**src/rtl/mcs_pkg.sv**
```systemverilog
package mcs_pkg;

  localparam int OPC_W = 6;
  localparam int FN_W  = 6;

  typedef enum logic [3:0] {
    PH_FETCH,
    PH_DECODE,
    PH_MADDR,
    PH_MREAD,
    PH_MLOAD,
    PH_MSTORE,
    PH_REXEC,
    PH_RWB,
    PH_IEXEC,
    PH_IWB,
    PH_BRANCH,
    PH_JUMP
  } phase_e;

  localparam logic [OPC_W-1:0] OPC_RTYPE = 6'b000000;
  localparam logic [OPC_W-1:0] OPC_JUMP  = 6'b000010;
  localparam logic [OPC_W-1:0] OPC_BEQ   = 6'b000100;
  localparam logic [OPC_W-1:0] OPC_ADDI  = 6'b001000;
  localparam logic [OPC_W-1:0] OPC_LB    = 6'b100000;
  localparam logic [OPC_W-1:0] OPC_SB    = 6'b101000;

  localparam logic [1:0] AOP_ADD   = 2'b00;
  localparam logic [1:0] AOP_SUB   = 2'b01;
  localparam logic [1:0] AOP_FUNCT = 2'b10;

  localparam logic [FN_W-1:0] FN_ADD = 6'b100000;
  localparam logic [FN_W-1:0] FN_SUB = 6'b100010;
  localparam logic [FN_W-1:0] FN_AND = 6'b100100;
  localparam logic [FN_W-1:0] FN_OR  = 6'b100101;
  localparam logic [FN_W-1:0] FN_SLT = 6'b101010;

  localparam logic [2:0] ALU_AND = 3'b000;
  localparam logic [2:0] ALU_OR  = 3'b001;
  localparam logic [2:0] ALU_ADD = 3'b010;
  localparam logic [2:0] ALU_SUB = 3'b110;
  localparam logic [2:0] ALU_SLT = 3'b111;

  localparam logic [1:0] SRCB_REG = 2'b00;
  localparam logic [1:0] SRCB_ONE = 2'b01;
  localparam logic [1:0] SRCB_IMM = 2'b10;

  localparam logic [1:0] PCS_ALU  = 2'b00;
  localparam logic [1:0] PCS_AOUT = 2'b01;
  localparam logic [1:0] PCS_JUMP = 2'b10;

  typedef struct packed {
    logic       iord;
    logic       mem_rd;
    logic       mem_wr;
    logic       mem_to_reg;
    logic       pc_wr;
    logic       pc_wr_cond;
    logic [1:0] pc_src;
    logic [1:0] alu_op;
    logic       alu_src_a;
    logic [1:0] alu_src_b;
    logic       reg_dst;
    logic       reg_wr;
  } ctl_t;

endpackage

```
**src/rtl/mcs_next_state.sv**
```systemverilog
module mcs_next_state
  import mcs_pkg::*;
#(
  parameter int FETCH_BYTES = 4,
  parameter int IDX_W       = 2
) (
  input  phase_e           ph_q,
  input  logic [IDX_W-1:0] idx_q,
  input  logic [OPC_W-1:0] opcode,
  output phase_e           ph_d,
  output logic [IDX_W-1:0] idx_d
);

  localparam logic [IDX_W-1:0] IDX_LAST = IDX_W'(FETCH_BYTES - 1);

  always_comb begin
    ph_d  = PH_FETCH;
    idx_d = '0;
    unique case (ph_q)
      PH_FETCH: begin
        if (idx_q == IDX_LAST) begin
          ph_d = PH_DECODE;
        end else begin
          idx_d = idx_q + 1'b1;
        end
      end
      PH_DECODE: begin
        unique case (opcode)
          OPC_RTYPE:      ph_d = PH_REXEC;
          OPC_LB, OPC_SB: ph_d = PH_MADDR;
          OPC_BEQ:        ph_d = PH_BRANCH;
          OPC_JUMP:       ph_d = PH_JUMP;
          OPC_ADDI:       ph_d = PH_IEXEC;
          default:        ph_d = PH_FETCH;
        endcase
      end
      PH_MADDR: begin
        if (opcode == OPC_LB)      ph_d = PH_MREAD;
        else if (opcode == OPC_SB) ph_d = PH_MSTORE;
        else                       ph_d = PH_FETCH;
      end
      PH_MREAD: ph_d = PH_MLOAD;
      PH_REXEC: ph_d = PH_RWB;
      PH_IEXEC: ph_d = PH_IWB;
      default:  ph_d = PH_FETCH;
    endcase
  end

endmodule

```
**src/rtl/mcs_ctl_decode.sv**
```systemverilog
module mcs_ctl_decode
  import mcs_pkg::*;
#(
  parameter int FETCH_BYTES = 4,
  parameter int IDX_W       = 2
) (
  input  phase_e                 ph,
  input  logic [IDX_W-1:0]       idx,
  output ctl_t                   ctl,
  output logic [FETCH_BYTES-1:0] ir_wr
);

  for (genvar g = 0; g < FETCH_BYTES; g++) begin : g_irwr
    assign ir_wr[g] = (ph == PH_FETCH) && (idx == IDX_W'(g));
  end

  always_comb begin
    ctl = '0;
    unique case (ph)
      PH_FETCH: begin
        ctl.mem_rd    = 1'b1;
        ctl.pc_wr     = 1'b1;
        ctl.pc_src    = PCS_ALU;
        ctl.alu_src_b = SRCB_ONE;
        ctl.alu_op    = AOP_ADD;
      end
      PH_DECODE: begin
        ctl.alu_src_b = SRCB_IMM;
        ctl.alu_op    = AOP_ADD;
      end
      PH_MADDR, PH_IEXEC: begin
        ctl.alu_src_a = 1'b1;
        ctl.alu_src_b = SRCB_IMM;
        ctl.alu_op    = AOP_ADD;
      end
      PH_MREAD: begin
        ctl.mem_rd = 1'b1;
        ctl.iord   = 1'b1;
      end
      PH_MLOAD: begin
        ctl.reg_wr     = 1'b1;
        ctl.mem_to_reg = 1'b1;
      end
      PH_MSTORE: begin
        ctl.mem_wr = 1'b1;
        ctl.iord   = 1'b1;
      end
      PH_REXEC: begin
        ctl.alu_src_a = 1'b1;
        ctl.alu_src_b = SRCB_REG;
        ctl.alu_op    = AOP_FUNCT;
      end
      PH_RWB: begin
        ctl.reg_wr  = 1'b1;
        ctl.reg_dst = 1'b1;
      end
      PH_IWB: begin
        ctl.reg_wr = 1'b1;
      end
      PH_BRANCH: begin
        ctl.alu_src_a  = 1'b1;
        ctl.alu_src_b  = SRCB_REG;
        ctl.alu_op     = AOP_SUB;
        ctl.pc_wr_cond = 1'b1;
        ctl.pc_src     = PCS_AOUT;
      end
      PH_JUMP: begin
        ctl.pc_wr  = 1'b1;
        ctl.pc_src = PCS_JUMP;
      end
      default: ctl = '0;
    endcase
  end

endmodule

```
**src/rtl/mcs_alu_decode.sv**
```systemverilog
module mcs_alu_decode
  import mcs_pkg::*;
(
  input  logic [1:0]      alu_op,
  input  logic [FN_W-1:0] funct,
  output logic [2:0]      alu_ctl
);

  always_comb begin
    unique case (alu_op)
      AOP_ADD: alu_ctl = ALU_ADD;
      AOP_SUB: alu_ctl = ALU_SUB;
      default: begin
        unique case (funct)
          FN_ADD:  alu_ctl = ALU_ADD;
          FN_SUB:  alu_ctl = ALU_SUB;
          FN_AND:  alu_ctl = ALU_AND;
          FN_OR:   alu_ctl = ALU_OR;
          FN_SLT:  alu_ctl = ALU_SLT;
          default: alu_ctl = ALU_ADD;
        endcase
      end
    endcase
  end

endmodule

```
**src/rtl/mc_seq_ctrl.sv**
```systemverilog
module mc_seq_ctrl
  import mcs_pkg::*;
#(
  parameter int FETCH_BYTES = 4
) (
  input  logic                   clk,
  input  logic                   rst,
  input  logic [5:0]             opcode,
  input  logic [5:0]             funct,
  output logic                   iord,
  output logic                   mem_rd,
  output logic                   mem_wr,
  output logic                   mem_to_reg,
  output logic [FETCH_BYTES-1:0] ir_wr,
  output logic                   pc_wr,
  output logic                   pc_wr_cond,
  output logic [1:0]             pc_src,
  output logic [1:0]             alu_op,
  output logic                   alu_src_a,
  output logic [1:0]             alu_src_b,
  output logic                   reg_dst,
  output logic                   reg_wr,
  output logic [2:0]             alu_ctl
);

  localparam int IDX_W = (FETCH_BYTES > 1) ? $clog2(FETCH_BYTES) : 1;

  phase_e                 ph_q, ph_d, ph_n;
  logic [IDX_W-1:0]       idx_q, idx_d, idx_n;
  ctl_t                   ctl_n, ctl_q;
  logic [FETCH_BYTES-1:0] irw_n, irw_q;

  mcs_next_state #(.FETCH_BYTES(FETCH_BYTES), .IDX_W(IDX_W)) u_next (
    .ph_q   (ph_q),
    .idx_q  (idx_q),
    .opcode (opcode),
    .ph_d   (ph_d),
    .idx_d  (idx_d)
  );

  // reset overrides the step so the output decode sees the same target state
  always_comb begin
    ph_n  = rst ? PH_FETCH : ph_d;
    idx_n = rst ? '0 : idx_d;
  end

  mcs_ctl_decode #(.FETCH_BYTES(FETCH_BYTES), .IDX_W(IDX_W)) u_dec (
    .ph    (ph_n),
    .idx   (idx_n),
    .ctl   (ctl_n),
    .ir_wr (irw_n)
  );

  always_ff @(posedge clk) begin
    ph_q  <= ph_n;
    idx_q <= idx_n;
    ctl_q <= ctl_n;
    irw_q <= irw_n;
  end

  mcs_alu_decode u_alu (
    .alu_op  (ctl_q.alu_op),
    .funct   (funct),
    .alu_ctl (alu_ctl)
  );

  assign iord       = ctl_q.iord;
  assign mem_rd     = ctl_q.mem_rd;
  assign mem_wr     = ctl_q.mem_wr;
  assign mem_to_reg = ctl_q.mem_to_reg;
  assign ir_wr      = irw_q;
  assign pc_wr      = ctl_q.pc_wr;
  assign pc_wr_cond = ctl_q.pc_wr_cond;
  assign pc_src     = ctl_q.pc_src;
  assign alu_op     = ctl_q.alu_op;
  assign alu_src_a  = ctl_q.alu_src_a;
  assign alu_src_b  = ctl_q.alu_src_b;
  assign reg_dst    = ctl_q.reg_dst;
  assign reg_wr     = ctl_q.reg_wr;

endmodule

```
**config.mk**
```make
export PLATFORM = sky130hd
export DESIGN_NAME = mc_seq_ctrl
export DESIGN_NICKNAME = d
export VERILOG_FILES = /design/src/rtl/mcs_pkg.sv /design/src/rtl/mcs_next_state.sv /design/src/rtl/mcs_ctl_decode.sv /design/src/rtl/mcs_alu_decode.sv /design/src/rtl/mc_seq_ctrl.sv
export SDC_FILE = /design/constraint.sdc
export NUM_CORES = 1
export LEC_CHECK = 0
export BUFFER_PORTS_ARGS = -buffer_cell sky130_fd_sc_hd__buf_4
export CORE_MARGIN = 2
export CORE_UTILIZATION = 38
export DETAILED_ROUTE_END_ITERATION = 8
export PLACE_DENSITY = 0.61
export SLEW_MARGIN = 40
export SYNTH_ARGS = -nofsm -noshare
export SYNTH_HDL_FRONTEND = slang
export SYNTH_SLANG_ARGS = --single-unit
```
**constraint.sdc**
```tcl
create_clock -name clk -period 4.9 [get_ports clk]
set_input_delay 0.735 -clock clk [delete_from_list [all_inputs] [get_ports clk]]
set_output_delay 0.735 -clock clk [all_outputs]
set_load 0.01 [all_outputs]
```
; Word level (Yosys, flattened, before mapping)
; Index checks and enable logic that the tools add are counted.
[op_classes]
n_addsub = 1
eq_ne = 30
n_mux = 23
n_reduce_logical = 16
[op_table]
columns = operator, n
row1 = 6-bit equality test (second input constant), 6
row2 = 4-bit one-hot mux with 6 select lines, 1
row3 = 4-bit by 3-bit equality test with 1-bit output (second input constant), 5
row4 = 4-bit equality test (second input constant), 5
row5 = 4-bit one-hot mux with 5 select lines, 1
row6 = 4-bit by 2-bit equality test with 1-bit output (second input constant), 4
row7 = 2-bit one-hot mux with 2 select lines, 3
row8 = 3-bit one-hot mux with 4 select lines, 1
row9 = 1-bit 2-to-1 mux, 10
row10 = 4-bit by 1-bit equality test with 1-bit output (second input constant), 2
row11 = 4-bit logical NOT, 2
row12 = 4-bit 2-to-1 mux, 2
row13 = 2-bit OR reduction, 4
row14 = 2-bit equality test (second input constant), 3
row15 = 6-bit by 2-bit equality test with 1-bit output (second input constant), 1
row16 = 6-bit by 3-bit equality test with 1-bit output (second input constant), 1
row17 = 6-bit by 4-bit equality test with 1-bit output (second input constant), 1
row18 = 6-bit logical NOT, 1
row19 = 2-bit 2-to-1 mux, 3
row20 = 3-bit one-hot mux with 2 select lines, 1
row21 = 3-bit OR reduction, 2
row22 = 2-bit by 1-bit equality test with 1-bit output (second input constant), 2
row23 = 1-bit logical AND, 4
row24 = 2-bit logical NOT, 2
row25 = other kinds (3), 3
[totals]
reg_bits = 25
in_bits = 14
output_inout_bits = 22
elab_cells = 85

; Logic depth before layout (Yosys ltp)
; Gate-level depths: netlist of the first run.
[depth]
depth_word = 8
ltp_mapped = 9
ltp_nobuf = 8

; Hierarchy
; A second synthesis of the first run with hierarchy kept.
[hier_totals]
hier_cells = 106
area_unflattened_um2 = 1027.2
[modules_own_cells]
columns = mod, instances, cells_each, area_per_inst_um2, seq_area_each_um2
row1 = mc_seq_ctrl, 1, 31, 538.0, 500.5
row2 = mcs_ctl_decode, 1, 36, 227.7, 0.0
row3 = mcs_next_state, 1, 31, 197.7, 0.0
row4 = mcs_alu_decode, 1, 8, 63.8, 0.0

; Worst setup path before layout of the first run
; No wires, ideal clock.
[synth_timing]
path_kind = input port to output port
from = input port funct[0]
to = output port alu_ctl[0]
t_arrival_ns = 1.502
t_required_ns = 4.165
path_slack_ns = 2.663
path_stages = 3
path_buffers = 0
path_cell_list = or3b_2 > a2bb2oi_1 > nor2_1
[synth_via]
elab_chain_cells = 3
word_cells_on_any_way = 6
classes_between = eq/ne (4) / mux (2)
[synth_lines]
columns = element, line
row1 = from (decl), mc_seq_ctrl.sv:9  ; input logic [5:0] funct,
row2 = 6-bit equality test, mcs_alu_decode.sv:14  ; unique case (funct)
row3 = 3-bit one-hot mux with 4 select lines (*), mcs_alu_decode.sv:14
row4 = 3-bit one-hot mux with 2 select lines (*), mcs_alu_decode.sv:10  ; unique case (alu_op)
row5 = to (decl), mc_seq_ctrl.sv:23  ; output logic [2:0] alu_ctl
; Every way passes the cells marked *; elsewhere a longest branch is shown, timed or not.

; Worst setup path after layout of the first run
; Ends and elaborated chain as after synthesis.

==> results of run 1 <==
[routing by layer]
metal  up-vias  global-route usage, %
met5         -                      0
met4         0                   8.97
met3         4                   2.72
met2        25                   24.5
met1       416                   16.7
li1        471                      -
[placed cells by master, fill, tap and decap left out, types with 2 or more instances in the layout]
master and n:
and2_1 3, nor2_1 17, a21oi_1 3, nand2_1 9, o22ai_1 3, a21oi_2 2
inv_1 6, clkbuf_4 3, o21ai_0 2, o211ai_1 2, nor3_1 4, buf_4 35
dfxtp_1 24, nor4_1 2, nor3b_1 3, or2_4 2
[worst register-to-register path: cells and delay by family, from the launching register on]
kind | cells | cell delay [ns]
multiplexers | 1 | 0.14
AND/OR/NAND/NOR | 3 | 0.56
AO/OA/AOI/OAI | 2 | 0.60
flip-flops | 1 | 0.49
[power by group through the flow]
stage | sequential, W | combinational, W | clock [W]
6_report | 0.000219 | 0.0000789 | 0.0000975
5_1_grt | 0.000221 | 0.0000881 | 0.000112
4_1_cts | 0.000219 | 0.0000800 | 0.000102
3_5_place_dp | 0.000223 | 0.0000797 | 0
3_3_place_gp | 0.000223 | 0.0000784 | 0
2_1_floorplan | 0.000228 | 0.0000379 | 0
[cell usage after synthesis, types with 2 or more instances]
cell type / instances / area share (%)
nor4_1: 2 / 1.2
nor3_1: 4 / 1.8
or2_4: 2 / 1.6
o21ai_0: 2 / 0.92
nor3b_1: 3 / 2.1
buf_2: 4 / 1.8
a21oi_2: 2 / 1.6
and2_1: 3 / 1.7
dfxtp_1: 24 / 44
o211ai_1: 2 / 1.4
nor2_1: 17 / 5.9
a21oi_1: 3 / 1.4
inv_1: 6 / 2.1
o22ai_1: 3 / 1.7
nand2_1: 9 / 3.1
[worst max path at each step]
stage	endpoint	slack [ns]	cells past startpoint
global route	alu_ctl[0]	2.41	5
detailed placement	alu_ctl[0]	2.47	5
finish	alu_ctl[0]	2.47	5
global placement	alu_ctl[0]	2.51	5
floorplan	alu_ctl[0]	2.66	3
CTS	alu_ctl[0]	2.47	5
[stage by stage]
stage | cells | utilization, % | power [W] | setup WS [ns]
floorplan | 116 | - | 0.000266 | 2.66
global placement | 177 | 49.7 | 0.000301 | 2.51
detailed placement | 177 | 49.7 | 0.000303 | 2.47
CTS | 181 | 51.0 | 0.000401 | 2.47
global route | 181 | 51.0 | 0.000420 | 2.41
finish | 181 | 51.0 | 0.000395 | 2.47
[final cells by class]
cell class                      instances  area [um^2]  area share [%]
Inverter                                7         26.3            1.88
Multi-Input combinational cell         80          551            39.5
Timing Repair Buffer                   35          263            18.8
Clock buffer                            4         36.3            2.60
Sequential cell                        24          480            34.4
Tap cell                               31         38.8            2.78
[logic make-up (layout without fill, tap and decap cells)]
| logic type | count (synthesis) | in the layout |
|---|---|---|
| XOR/XNOR | 2 | 2 |
| flip-flops | 24 | 24 |
| AND/OR/NAND/NOR | 55 | 55 |
| adder cells (fa/ha/maj) | 1 | 1 |
| multiplexers | 2 | 2 |
| buffers and inverters | 12 | 46 |
| AO/OA/AOI/OAI | 20 | 20 |
==> metrics, run 1 <==
CP top delay family simple AND/OR/NAND/NOR gates; Reg-to-Reg End iord; flop2flop setup slack 3.01 ns; routability cong. between 0.8 and 0.9; CP peak stage delay 0.48 ns; Synth Register Bits 24; switching share of power 24.8%; Overflow after GRT 0; vias in the first global route between 800 and 900; Seq pwr share 55.4%; Synth Area in Compound Gates about 16%; cts bufs inserted 3; final period utilization 49.6%; Cell Chain, Critical Path buf_4 > or3b_2 > a2bb2oi_1 > nor2_1 > buf_4; Critical-path top delay cell or3b_2; CTS tree yes; crit path kind primary input to output port; Clock Skew 0.00181 ns; Post-Synth Simple-Gate Area 30.1%; Post-synth EDFFs 0; Post CTS Setup Buffer Count 0; chip height 57.4 um; predominant post-synthesis flop cell dfxtp_1; DR DRC count 0; Worst-path clk slew 0.11 ns; Async SR Flop Fraction 0%; Final TNS setup 0 ns; FMAX 0.412 GHz; arrival time at the worst endpoint 1.69 ns; Setup crit end kind output port; largest net degree at the start of global routing 14; global-route wire length before repair between 3 and 4 mm; Post-Synth XOR/XNOR Area ~1.6%; Setup crit start kind primary input; Post-CTS Hold Fix Bufs 0; hold_ws between 0.4 and 0.5 ns; Core Rows 19; worst-skew pair later-pin latency 0.30 ns; HP Class flip-flop to flip-flop; die width 57.4 um; fin area 1400 um^2; Comb pwr share about a fifth; number of inserted diodes 0; Warnings, synthesis 0; Fillers around 280; ANT nets after route 0; Pre-Repair DR Iteration Count 3; clk sinks 24; Wirelength per Cell 11.6 um; Leak 0.595 nW; register area share after synthesis 44.3%; CTS max path bufs 2; RSZ-0062 raised after global routing false; Synth Cell Area 1080 um^2; initial antenna violation count 0; WL met3 roughly 100 um; Crit path required time 4.16 ns; r2r worst-path depth 6; Final nets 166; slew margin rel. 74.3%; Hold Crit Endpoint ir_wr[1]; setup violators final 0; internal power between 0.0002 and 0.0003 W; Post-Syn Nets between 100 and 150; crit path max fanout 2; Initial Utilization 39.7%; Final HPWL DP about 1.7 mm; Final Hold Viols 0; io pins 36; highest routed layer met4; Port Buffers 35; Clock H-tree levels 1; placed instance area ~1400 um^2; fin. max-slew vios 0; main combinational cell family by area after synthesis simple AND/OR/NAND/NOR gates; measured slew at the worst slew-check pin around 0.38 ns; Metal-1 WL roughly 920 um; CP startpoint funct[0]; Post-CTS Resized 0; R2R Path Start ph_q[0]; Vias/cell 5.06; outcome finished clean; Root Driver clkbuf_4; clock share of power between 20% and 30%; P per Cell Area 283 nW/um^2; # Max-Cap Violations 0; metal2 WL 1.04 mm; final WL 2.10 mm; fraction of synthesized area in multiplexers under 10%; area grow syn2layout 28.6%; via count 916; Post-Syn Area per Cell 9.35 um^2; Net Sw Power 0.0000981 W; CORE AREA approximately 2700 um^2; DR iter-0 viols 19; adder-cell share of the synthesized area 1.15%; CP Buf/Inv Count 2; min-delay src idx_q[0]; fin crit period about 2.4 ns; synth unique cells 45; overall routing resource usage 14.5%; cell mode on critical path buf_4; cell count after synthesis 116; Hold Path Depth 1; die area approximately 3300 um^2; layout cells sized above 1 37.3%; Peak VDD IR 0.000194 V
Note: power is estimated with default switching activity, not from simulation.
==> run 2: changes to the inputs <==
- clock period: 4.9 -> 2.5 ns (I/O delays scaled with it)
==> run 2 against run 1 <==
Worst hold slack lost 0.091 ns. Worst setup slack lost 1.8 ns. Critical path depth grew 1. Routed wire length grew 4.9%. Via count grew 0.44%. Cell area shrank 0.99%. Non-clock buffer count is the same. Register-to-register slack lost 2.4 ns. Largest cell class unchanged. Largest power group unchanged.
==> metrics, run 2 (synthesized netlist as in run 1, its figures left out) <==
vias in the first global route 935 (+6.5%); RSZ-0062 raised after global routing false; clk sinks 24 (unchanged); global-route wire length before repair 3.90 mm (+6.4%); most frequent cells in the layout buf_4 (35), dfxtp_1 (24), nor2_1 (17); Crit path required time 2.70 ns (-1.46 ns); Core Rows 19 (unchanged); arrival time at the worst endpoint 2.05 ns (+0.36 ns); Setup crit start kind flip-flop; Worst-path clk slew 0.11 ns (about the same); P per Cell Area 536 nW/um^2 (+89%); pre-CTS setup slack 0.513 ns (-1.96 ns); Pre-Repair DR Iteration Count 4 (+1); Fillers 268 (-2.9%); crit path max fanout 7 (+5); CP Buf/Inv Count 0 (-2); Clock Skew 0.00325 ns (+0.00143 ns); CP peak stage delay 0.49 ns (about the same); largest net degree at the start of global routing 13 (-1); CORE AREA 2730 um^2 (unchanged); Final nets 166 (unchanged); Setup crit end kind flip-flop; cts bufs inserted 3 (unchanged); Cell Chain, Critical Path nor4b_4 > o2111ai_2 > a211oi_4 > or2_4 > mux2_4 > nor2_2; WL met3 103 um (-0.96%); Post CTS Setup Buffer Count 0 (unchanged); number of inserted diodes 0 (unchanged); Post-CTS Hold Fix Bufs 0 (unchanged); layout cells sized above 1 36.9% (-0.42 points); flop2flop setup slack 0.65 ns (-2.36 ns); slew margin rel. 72.1% (-2.2 points); final WL 2.20 mm (+4.9%); Reg-to-Reg End iord; Leak 0.588 nW (-1.2%); fin. max-slew vios 0 (unchanged); DR DRC count 0 (unchanged); DR iter-0 viols 11 (-8); area grow syn2layout 27.3%; Vias/cell 5.11 (+0.99%); FMAX 0.541 GHz; Port Buffers 35 (unchanged); initial antenna violation count 0 (unchanged); routability cong. 0.749 (-8.4%); Final Hold Viols 0 (unchanged); die area 3300 um^2 (unchanged); CTS max path bufs 2 (unchanged); R2R Path Start ph_q[0]; CP startpoint ph_q[0]; Peak VDD IR 0.000289 V (+48%); ANT nets after route 0 (unchanged); Final TNS setup 0 ns (unchanged); CTS tree yes; # Max-Cap Violations 0 (unchanged); Critical-path top delay cell dfxtp_1; Clock H-tree levels 1 (unchanged); Initial Utilization 39.7% (unchanged); outcome finished clean; final period utilization 73.9%; HP Class primary input to flip-flop; die width 57.4 um (unchanged); setup violators final 0 (unchanged); highest routed layer met4; r2r worst-path depth 6 (unchanged); CP top delay family compound AO/OA/AOI/OAI gates; Final HPWL DP 1.78 mm (+4.4%); Root Driver clkbuf_4; crit path to iord; total stage count of the critical path 6 (+1); leading cell type in the layout, fill and taps excluded buf_4; Wirelength per Cell 12.2 um (+5.4%); crit path kind flip-flop to flip-flop; Post-CTS Resized 0 (unchanged); Overflow after GRT 0 (unchanged); fin worst setup slack 0.653 ns (-1.82 ns); overall routing resource usage 15.3% (+0.80 points); measured slew at the worst slew-check pin 0.416 ns (+0.0330 ns); via count 920 (+0.44%); worst-skew pair later-pin latency 0.30 ns (about the same); chip height 57.4 um (unchanged); io pins 36 (unchanged); Metal-1 WL 929 um (+0.98%); fin crit period 1.85 ns; metal2 WL 1.14 mm (+10%)
-- run 2: changes by cell type in the layout (fill, tap and decap cells not counted), sizes merged --
cell    before  now
clkbuf       4    3
-- run 2: cell type report --
type	instances	area [um^2]	area share, %
Clock buffer	3	22.5	1.63
Inverter	7	26.3	1.90
Multi-Input combinational cell	80	551	39.9
Sequential cell	24	480	34.8
Tap cell	31	38.8	2.81
Timing Repair Buffer	35	263	19.0
-- run 2: metal layers --
| layer | up-vias | global-route usage, % |
|---|---|---|
| met2 | 23 | 27.4 |
| li1 | 469 | - |
| met1 | 426 | 17.6 |
| met5 | - | 0 |
| met4 | 0 | 7.97 |
| met3 | 2 | 1.81 |
-- run 2: worst register-to-register path, stage by stage, from the launching register on --
cell	delay (ns)
dfxtp_1	0.49
nor4b_4	0.32
o2111ai_2	0.20
a211oi_4	0.38
or2_4	0.20
mux2_4	0.14
nor2_2	0.03
-- run 2: stage by stage --
| stage | cell area (um^2) | total power (W) | cells | hold WS, ns | util [%] |
|---|---|---|---|---|---|
| after detailed placement | 1360 | 0.000596 | 177 | 0.454 | 49.7 |
| final | 1380 | 0.000740 | 180 | 0.375 | 50.5 |
| after floorplan | 1080 | 0.000522 | 116 | 0.426 | - |
| after global placement | 1360 | 0.000594 | 177 | 0.438 | 49.7 |
| after CTS | 1380 | 0.000751 | 180 | 0.354 | 50.5 |
| after global routing | 1380 | 0.000788 | 180 | 0.381 | 50.5 |
-- run 2: how the worst min path moves through the flow --
stage,start,endpoint,slack (ns),cells after the start
2_1_floorplan,idx_q[0],ir_wr[1],0.43,1
3_3_place_gp,idx_q[0],ir_wr[1],0.44,1
3_5_place_dp,idx_q[0],ir_wr[1],0.45,1
4_1_cts,rst,ir_wr[1],0.35,4
5_1_grt,rst,ir_wr[1],0.38,4
6_report,rst,ir_wr[1],0.37,4
-- run 2: where the power goes --
| group | switching (W) | internal (W) |
|---|---|---|
| Clock | 0.0000975 | 0.0000561 |
| Combinational | 0.0000784 | 0.0000783 |
| Sequential | 0.0000143 | 0.000415 |
| Total | 0.000190 | 0.000550 |
